$ cat config.mk
export PLATFORM = sky130hd
export DESIGN_NAME = uart_tx_hold
export DESIGN_NICKNAME = d
export VERILOG_FILES = /design/src/rtl/utx_pkg.sv /design/src/rtl/utx_fifo.sv /design/src/rtl/utx_baud.sv /design/src/rtl/utx_shifter.sv /design/src/rtl/uart_tx_hold.sv
export SDC_FILE = /design/constraint.sdc
export NUM_CORES = 1
export LEC_CHECK = 0
export CELL_PAD_IN_SITES_DETAIL_PLACEMENT = 1
export CELL_PAD_IN_SITES_GLOBAL_PLACEMENT = 1
export CORE_ASPECT_RATIO = 1.4
export CORE_MARGIN = 3
export CORE_UTILIZATION = 48
export CTS_CLUSTER_DIAMETER = 100
export DETAILED_ROUTE_END_ITERATION = 6
export PLACE_DENSITY_LB_ADDON = 0.1
export SLEW_MARGIN = 15
export SYNTH_ARGS = -nofsm -noshare
export SYNTH_HDL_FRONTEND = slang
export SYNTH_SLANG_ARGS = --single-unit
$ cat constraint.sdc
create_clock -name clk -period 4 [get_ports clk]
set_input_delay 1 -clock clk [delete_from_list [all_inputs] [get_ports clk]]
set_output_delay 1 -clock clk [all_outputs]
set_load 0.01 [all_outputs]
$ cat src/rtl/utx_pkg.sv
package utx_pkg;
    localparam int DATA_W     = 8;
    localparam int FRAME_BITS = DATA_W + 2;
    localparam int IDX_W      = $clog2(FRAME_BITS);

    typedef struct packed {
        logic              active;
        logic [IDX_W-1:0]  idx;
        logic [DATA_W-1:0] data;
    } shift_t;

    function automatic logic frame_level(input shift_t s);
        logic [IDX_W-1:0] k;
        k = s.idx - IDX_W'(1);
        if (!s.active)                            return 1'b1;
        else if (s.idx == '0)                     return 1'b0;
        else if (s.idx == IDX_W'(FRAME_BITS - 1)) return 1'b1;
        else                                      return s.data[k[$clog2(DATA_W)-1:0]];
    endfunction
endpackage

$ cat src/rtl/utx_fifo.sv
module utx_fifo #(
    parameter int DEPTH = 8,
    parameter int W     = 8
) (
    input  logic         clk,
    input  logic         rst,
    input  logic         push,
    input  logic [W-1:0] push_data,
    input  logic         pop,
    output logic [W-1:0] head,
    output logic         full,
    output logic         empty,
    output logic         last
);
    localparam int AW = $clog2(DEPTH);
    localparam int CW = AW + 1;

    logic [W-1:0]  mem [DEPTH];
    logic [AW-1:0] wptr, rptr;
    logic [CW-1:0] count;

    assign head  = mem[rptr];
    assign full  = (count == CW'(DEPTH));
    assign empty = (count == '0);
    assign last  = (count == CW'(1));

    always_ff @(posedge clk) begin
        if (push) mem[wptr] <= push_data;
    end

    always_ff @(posedge clk) begin
        if (rst) begin
            wptr  <= '0;
            rptr  <= '0;
            count <= '0;
        end else begin
            if (push) wptr <= (wptr == AW'(DEPTH - 1)) ? '0 : wptr + AW'(1);
            if (pop)  rptr <= (rptr == AW'(DEPTH - 1)) ? '0 : rptr + AW'(1);
            count <= count + CW'(push) - CW'(pop);
        end
    end
endmodule

$ cat src/rtl/utx_baud.sv
module utx_baud #(
    parameter int DIV_W = 16
) (
    input  logic             clk,
    input  logic             rst,
    input  logic             restart,
    input  logic             run,
    input  logic [DIV_W-1:0] div,
    output logic             tick
);
    logic [DIV_W-1:0] cnt;

    assign tick = run && (cnt == div);

    always_ff @(posedge clk) begin
        if (rst || restart)  cnt <= '0;
        else if (tick)       cnt <= '0;
        else if (run)        cnt <= cnt + DIV_W'(1);
    end
endmodule

$ cat src/rtl/utx_shifter.sv
module utx_shifter
    import utx_pkg::*;
(
    input  logic              clk,
    input  logic              rst,
    input  logic              en,
    input  logic              tick,
    input  logic              avail,
    input  logic [DATA_W-1:0] din,
    output logic              load,
    output logic              active,
    output logic              txd
);
    shift_t s;

    assign load   = en && !s.active && avail;
    assign active = s.active;
    assign txd    = frame_level(s);

    always_ff @(posedge clk) begin
        if (rst) begin
            s <= '{active: 1'b0, idx: '0, data: '0};
        end else if (load) begin
            s <= '{active: 1'b1, idx: '0, data: din};
        end else if (s.active && tick) begin
            if (s.idx == IDX_W'(FRAME_BITS - 1)) s.active <= 1'b0;
            else                                  s.idx    <= s.idx + IDX_W'(1);
        end
    end
endmodule

$ cat src/rtl/uart_tx_hold.sv
module uart_tx_hold
    import utx_pkg::*;
#(
    parameter int DEPTH = 8,
    parameter int DIV_W = 16
) (
    input  logic              clk,
    input  logic              rst,
    input  logic              en,
    input  logic [DIV_W-1:0]  div,
    input  logic              wr_valid,
    input  logic [DATA_W-1:0] wr_data,
    input  logic              irq_en,
    output logic              txd,
    output logic              busy,
    output logic              full,
    output logic              irq,
    output logic              ovf
);
    logic              push, load, q_empty, q_last, active, tick;
    logic [DATA_W-1:0] head;
    logic              pend;

    assign push = wr_valid && !full;

    utx_fifo #(.DEPTH(DEPTH), .W(DATA_W)) u_fifo (
        .clk(clk), .rst(rst), .push(push), .push_data(wr_data),
        .pop(load), .head(head), .full(full), .empty(q_empty), .last(q_last)
    );

    utx_baud #(.DIV_W(DIV_W)) u_baud (
        .clk(clk), .rst(rst), .restart(load), .run(en && active),
        .div(div), .tick(tick)
    );

    utx_shifter u_shift (
        .clk(clk), .rst(rst), .en(en), .tick(tick), .avail(!q_empty),
        .din(head), .load(load), .active(active), .txd(txd)
    );

    assign busy = active || !q_empty;
    assign irq  = pend && irq_en;

    always_ff @(posedge clk) begin
        if (rst) begin
            ovf  <= 1'b0;
            pend <= 1'b0;
        end else begin
            if (wr_valid && full) ovf <= 1'b1;
            if (push)                  pend <= 1'b0;
            else if (load && q_last)   pend <= 1'b1;
        end
    end
endmodule

Word-level counts from Yosys, hierarchy flattened
Memories as Yosys holds them, arrays and structs flattened. A register that Yosys moved wholly into a read port is not among the register bits.
Index checks and enable logic that the tools add are counted.
Word-level totals
  flip-flop bits (word level): 33
  bits in latches: 0
  bits in writable memories: 64
  ROM bits: 0
  input port bits: 29
  output and inout port bits: 5
  logic and storage cells: 60
  memories kept: 1
Memories
  u_fifo.mem: words 8, width 8, rd ports 1, clocked after Yosys merged registers in 1, write ports 1, RTL line utx_fifo.sv:18  | logic [W-1:0] mem [DEPTH];
Cells by class
  add/subtract/negate cells: 7
  multipliers: 0
  div/mod/pow operators: 0
  $lt $le $gt $ge: 1
  equality and inequality tests: 6
  shift-type cells: 0
  muxes and demuxes: 13
  bitwise logic cells: 1
  reductions and logical operators: 23
Operators with widths (number)
  adder 16 x 1 -> 16 bit (second input constant): 1
  equality test 16 bit: 1
  two-way mux 5 bit: 2
  logical AND 1 bit: 9
  equality test 4 bit (second input constant): 2
  zero test 4 bit: 2
  two-way mux 1 bit: 7
  adder 3 x 1 -> 3 bit (second input constant): 2
  equality test 3 bit (second input constant): 2
  two-way mux 3 bit: 2
  OR reduction 2 bit: 3
  adder 4 x 1 -> 4 bit: 1
  adder 4 x 1 -> 4 bit (second input constant): 1
  equality test 4 x 1 -> 1 bit (second input constant): 1
  < comparator 3 x 4 -> 1 bit (second input constant): 1
  two-way mux 4 bit: 1
  AND reduction 2 bit: 2
  nonzero test 2 bit: 2
  subtractor 4 x 1 -> 4 bit: 1
  binary-select mux 1 bit (select 3 bit): 1
  zero test 1 bit: 3
  subtractor 3 x 1 -> 3 bit (second input constant): 1
  logical OR 1 bit: 2
  inverter 1 bit: 1

Depth between registers and ports, before layout
Gate-level depths: netlist (run 1).
  depth after elaboration: 6
  depth in mapped cells: 14
  mapped depth without buffers: 12

Cells and area by module
A second synthesis (run 1) with hierarchy kept.
Unflattened totals
  cells, all modules: 350
  area, all modules: 4933.5 um^2
Modules (own cells, without submodules)
  utx_fifo: times used 1, cells each 168, area an instance 3141.8 um^2, sequential area each 2182.1 um^2
  utx_baud: times used 1, cells each 104, area an instance 1032.2 um^2, sequential area each 320.3 um^2
  utx_shifter: times used 1, cells each 67, area an instance 659.4 um^2, sequential area each 260.2 um^2
  uart_tx_hold: times used 1, cells each 11, area an instance 100.1 um^2, sequential area each 40.0 um^2

Least setup slack after synthesis (run 1)
OpenSTA, ideal clock, no wires.
  path kind: input-to-reg
  from: in en
  to: reg u_fifo.count[2]
  setup time: 0.128 ns
  arrival: 3.015 ns
  data required time: 3.872 ns
  path slack: 0.857 ns
  cell stages on the path: 12
  buffers on the path: 2
  cells stage by stage: nor2b_1 -> nand2b_1 -> inv_1 -> clkbuf_1 -> buf_1 -> ha_1 -> inv_1 -> ha_1 -> inv_1 -> fa_1 -> xor2_1 -> nor2_1
Between the ends
  longest elaborated chain between the ends: 3
Ends and longest elaborated chain
  from (decl): RTL line uart_tx_hold.sv:9  | input logic en,
  logical AND 1 bit (2 in series): RTL line utx_shifter.sv:16  | assign load = en && !s.active && avail;
  net load: RTL line uart_tx_hold.sv:20  | logic push, load, q_empty, q_last, active, tick;
  subtractor 4 x 1 -> 4 bit: RTL line utx_fifo.sv:39  | count <= count + CW'(push) - CW'(pop);
  to (signal assigned): RTL line utx_fifo.sv:39
  to (decl): RTL line utx_fifo.sv:20  | logic [CW-1:0] count;
The timed path passes the listed nets, and every way through them passes these cells.
A chain may end at the register's enable or synchronous reset.

Worst setup path in the final report (run 1)
  from: reg u_shift.s[8] in the netlist's numbering
  to: out txd
Between the ends
  longest elaborated chain between the ends: 6
  elaborated cells on any way between the ends: 8
  classes of those cells: 1 x add/sub; 1 x eq/ne; 5 x mux; 1 x reduce/logical
Ends and longest elaborated chain
  from (decl): RTL line utx_shifter.sv:14  | shift_t s;
  from (signal assigned): RTL line utx_shifter.sv:22  | s <= '{active: 1'b0, idx: '0, data: '0};
  from (signal assigned): RTL line utx_shifter.sv:24  | s <= '{active: 1'b1, idx: '0, data: din};
  subtractor 3 x 1 -> 3 bit: RTL line utx_pkg.sv:14  | k = s.idx - IDX_W'(1);
  binary-select mux 1 bit (select 3 bit): RTL line utx_pkg.sv:18  | else return s.data[k[$clog2(DATA_W)-1:0]];
  two-way mux 1 bit (implied by the code): RTL line utx_pkg.sv:18
  two-way mux 1 bit: RTL line utx_pkg.sv:17  | else if (s.idx == IDX_W'(FRAME_BITS - 1)) return 1'b1;
  two-way mux 1 bit *: RTL line utx_pkg.sv:16  | else if (s.idx == '0) return 1'b0;
  two-way mux 1 bit *: RTL line utx_pkg.sv:15  | if (!s.active) return 1'b1;
  to (decl): RTL line uart_tx_hold.sv:14  | output logic txd,
Mark *: on every way between the ends. The rest lies on a longest branch, timed or not. The select of a mux whose other input is x is not followed.

==> results.txt, run 1 <==
The flow ran to the end, and the final reports show no timing, DRC or antenna violations. STA puts the critical path data arrival time at approximately 2.6 ns. The total of hold buffers inserted after clock tree synthesis came out at 0. The total number of placement rows is between 40 and 50. After detailed routing, the average wire length per cell comes to approximately 18 um. The initial standard-cell utilization of the core is approximately half.

The critical path is of the flop to output pin type. The worst path meets setup with 0.441 ns of slack. TritonCTS built the clock tree. The mux share of post-synthesis cell area came out at 11.6%.

The setup TNS is 0 ns. The HPWL after detailed placement came out at 6720 um. In this run the worst path has a maximum fanout of 7. The tree is rooted in a clkbuf_16. The number of max-cap violations came out at 0. The power density over cell area is between 500 and 600 nW/um2.

At the placement stage, the worst setup path has a slack of between 0.7 and 0.8 ns. The main combinational cell family by area after synthesis is simple AND/OR/NAND/NOR gates. The initial antenna violation count came out at 0. The ratio of final minimum period to clock period is between 80% and 90%. The synthesized netlist devotes ~3.7% of its cell area to compound gates. The net count after synthesis came out at 400. From left edge to right edge, the die measures 89.0 um.

The first global-routing pass estimated about 15000 um of wire. After clock tree synthesis, the clock-pin slew on the worst setup and hold paths is 0.07 ns. The path class of the tightest hold or removal check is flop to flop. The highest clock frequency the design can meet is ~280 MHz. The weighted congestion reported at the end of routability-driven placement is between 0.7 and 0.8.

The hold violation count in the final report came to 0. In the final layout, the share of cells above drive strength 1 is 12.9%. Compared with the post-synthesis result, the final layout area differs by 17.5%. The post-synthesis sequential area ratio came out at a little under 60%.

Setup repair after global routing left no endpoint under its margin. Once the clock tree was built, the setup fixing pass inserted 0 buffers. The total routing usage reported by global routing came out at approximately a fifth. The antenna cell count is 0. In this run, the number of DRC markers left after iteration 0 of detailed routing was 110. The cell leakage power is between 0.0015 and 0.002 uW. The multi-input combinational cells in the finished layout cover a total of 1770 um2.

The maximum resistive drop on vdd is around 0.36 mV. The number of synthesized register bits came out at between 100 and 150. Yosys mapped a number of flops with a built-in enable equal to 64. The I/O pin count is 34.

The worst path required time came out at about 3 ns. The number of standard cells after synthesis came out at 355. In this run the tightest slew margin relative to its limit is 41.8%.

The worst-skew pair later-pin latency is roughly 0.34 ns. The post-detailed-routing wire length is 9190 um. The filler cells instantiated in the layout total 896. The number of pins exceeding their max-slew limit in the final report is 0. The first-pass detailed-route iteration total came out at 5. The total number of H-tree levels is 3. The average size of a mapped cell came out at between 10 and 15 um2. STA classifies the critical path endpoint as an output pin. The share of async-settable or async-resettable flops after synthesis came out at 0%.

The transition time at the pin with the least slew margin came out at roughly 0.87 ns. The area share of the leading cell type in the synthesized netlist came out at approximately 42%. The design area came out at between 5000 and 6000 um2.

After the last flow step, the layout net total stands at 444. The adder-cell area share of the yosys netlist is 4.49%. The final count of negative-setup-slack endpoints came out at 0. The number of input and output port buffers inserted came out at 33. Yosys attributes the largest share of cell area to edfxtp_1 42%, dfxtp_1 18%, mux4_2 8.8%. The total DRC errors in the routed layout is 0. The sequential cell area came out at about 2700 um2.

The residual antenna-violating net count after detailed routing is 0. Synthesis instantiated 42 different standard cells from the library. The worst path needs ~3.6 ns of the cycle, external delays included. The number of gates given a new drive strength after cts is 0. After detailed placement, the total cell area comes to 5130 um2. The buffer depth of the longest clock path came out at 2.

The total number of yosys warnings is 0. Clock tree synthesis found a total of around 110 sinks. The maximum number of pins on one net before global-route repair came out at 22. The area share of and/or/nand/nor cells after synthesis is 12.6%. The TritonCTS buffer count is 9. The flip-flop cell with the highest count after synthesis is edfxtp_1.

The number of global-route vias before repair came to a little over 3k. The final clock skew is 0.00632 ns. The synthesized-area fraction occupied by xor and xnor cells is 5.87%. The average via count per standard cell came out at 5.54.

The y dimension of the die is ~120 um. The biggest area contributor in the post-synthesis netlist is edfxtp_1. The total congestion overflow is 0. The cell area that synthesis handed to floorplanning was around 4600 um2. STA classifies the critical path startpoint as a flop. Across all layers, the routed design uses about 2.8k vias.

The die footprint came out at about 11000 um2. The floorplan step defined a core boundary enclosing 9180 um2.
==> worst paths after layout <==
path | endpoint | slack, ns | cells past startpoint | startpoint
max | txd | 0.44 | 8 | u_shift.s[8]
min reg2reg | ovf | 0.47 | 2 | ovf
max reg2reg | u_fifo.count[2] | 1.47 | 12 | u_fifo.count[2]
min | ovf | 0.47 | 2 | ovf
==> where the power goes <==
part	switching [uW]	total [uW]	internal, uW
logic	262	561	299
clock network	419	865	445
registers	92.2	1330	1240
==> placed cells by master, fill, tap and decap left out, drive strengths merged, types with 3 or more instances in the layout <==
cell type      synthesis  final
buf                    7     14
xnor2                 26     26
clkbuf                 7      9
clkdlybuf4s50          0     33
nor3b                  3      3
nor3                   8      8
inv                   14     20
nand2                 26     26
nor4                   4      4
nand2b                 9      9
edfxtp                64     64
nor2                  42     42
dfxtp                 41     41
nand4                  5      5
a21oi                  9      9
nand3                  6      6
mux2i                 12     12
xor2                   5      5
mux4                  18     18
a211oi                 8      8
ha                    15     15
==> worst max-delay path: stages, from the launching register on <==
cell,delay (ns)
dfxtp_1,0.31
buf_4,0.15
inv_1,0.08
ha_1,0.34
mux4_2,0.50
mux2i_1,0.15
a22o_1,0.16
nand2_1,0.05
clkdlybuf4s50_1,0.48
==> routing by layer <==
metal	routed length, um	GRT usage [%]	up-vias
met3	279	3.45	12
li1	-	-	1374
met4	165	7.26	0
met5	0	0	-
met1	3780	23.0	1410
met2	4960	31.9	37
==> logic make-up (layout without fill, tap and decap cells) <==
kind of cell,Yosys count,in the layout
flops,105,105
mux,31,31
compound gates,25,25
simple gates,119,119
fa+ha+maj,16,16
xor+xnor,31,31
buf+inv,28,77
==> final cells by class <==
class,count,area share (%)
multi-input cells,222,32.5
repair buffers,47,8.01
flip-flops and latches,105,50.5
clock inverters,7,1.36
well taps,107,2.46
inverters,14,0.967
clock buffers,9,4.15
==> flip-flops by register name, summed over array words and instances, names as in the netlist <==
register,cells
ovf,1
pend,1
u_baud.cnt,16
u_fifo.count,4
u_fifo.mem,64
u_fifo.rptr,3
u_fifo.wptr,3
u_shift.active,1
u_shift.s,12
==> per-stage QoR <==
stage | hold slack, ns | instances | total power (uW) | utilization [%]
final | 0.474 | 511 | 2760 | 59.2
after global routing | 0.520 | 511 | 2920 | 59.2
after CTS | 0.479 | 511 | 2800 | 59.1
after detailed placement | 0.460 | 495 | 1930 | 55.9
after global placement | 0.450 | 495 | 1900 | 55.9
after floorplan | 0.465 | 355 | 1720 | -
==> Yosys cell counts (2+ instances only) <==
master and count:
edfxtp_1 64, nor2_1 42, dfxtp_1 41, nand2_1 26, xnor2_1 26, mux4_2 18, ha_1 15, inv_1 14
mux2i_1 12, a21oi_1 9, nand2b_1 9, a211oi_1 8, nor3_1 8, clkbuf_1 7, nand3_1 6, nand4_1 5
xor2_1 5, buf_2 4, nor4_1 4, nor3b_1 3, and2_1 2, and3_1 2, and4_1 2, buf_1 2
nand3b_1 2, nor2b_1 2, or3_1 2
Note: power is estimated with default switching activity, not from simulation.
==> inputs of run 2 (changes only) <==
- CAP_MARGIN: unset -> 20
==> results of run 2 <==
No change in the layout: final DEF, timing and power equal those of run 1.
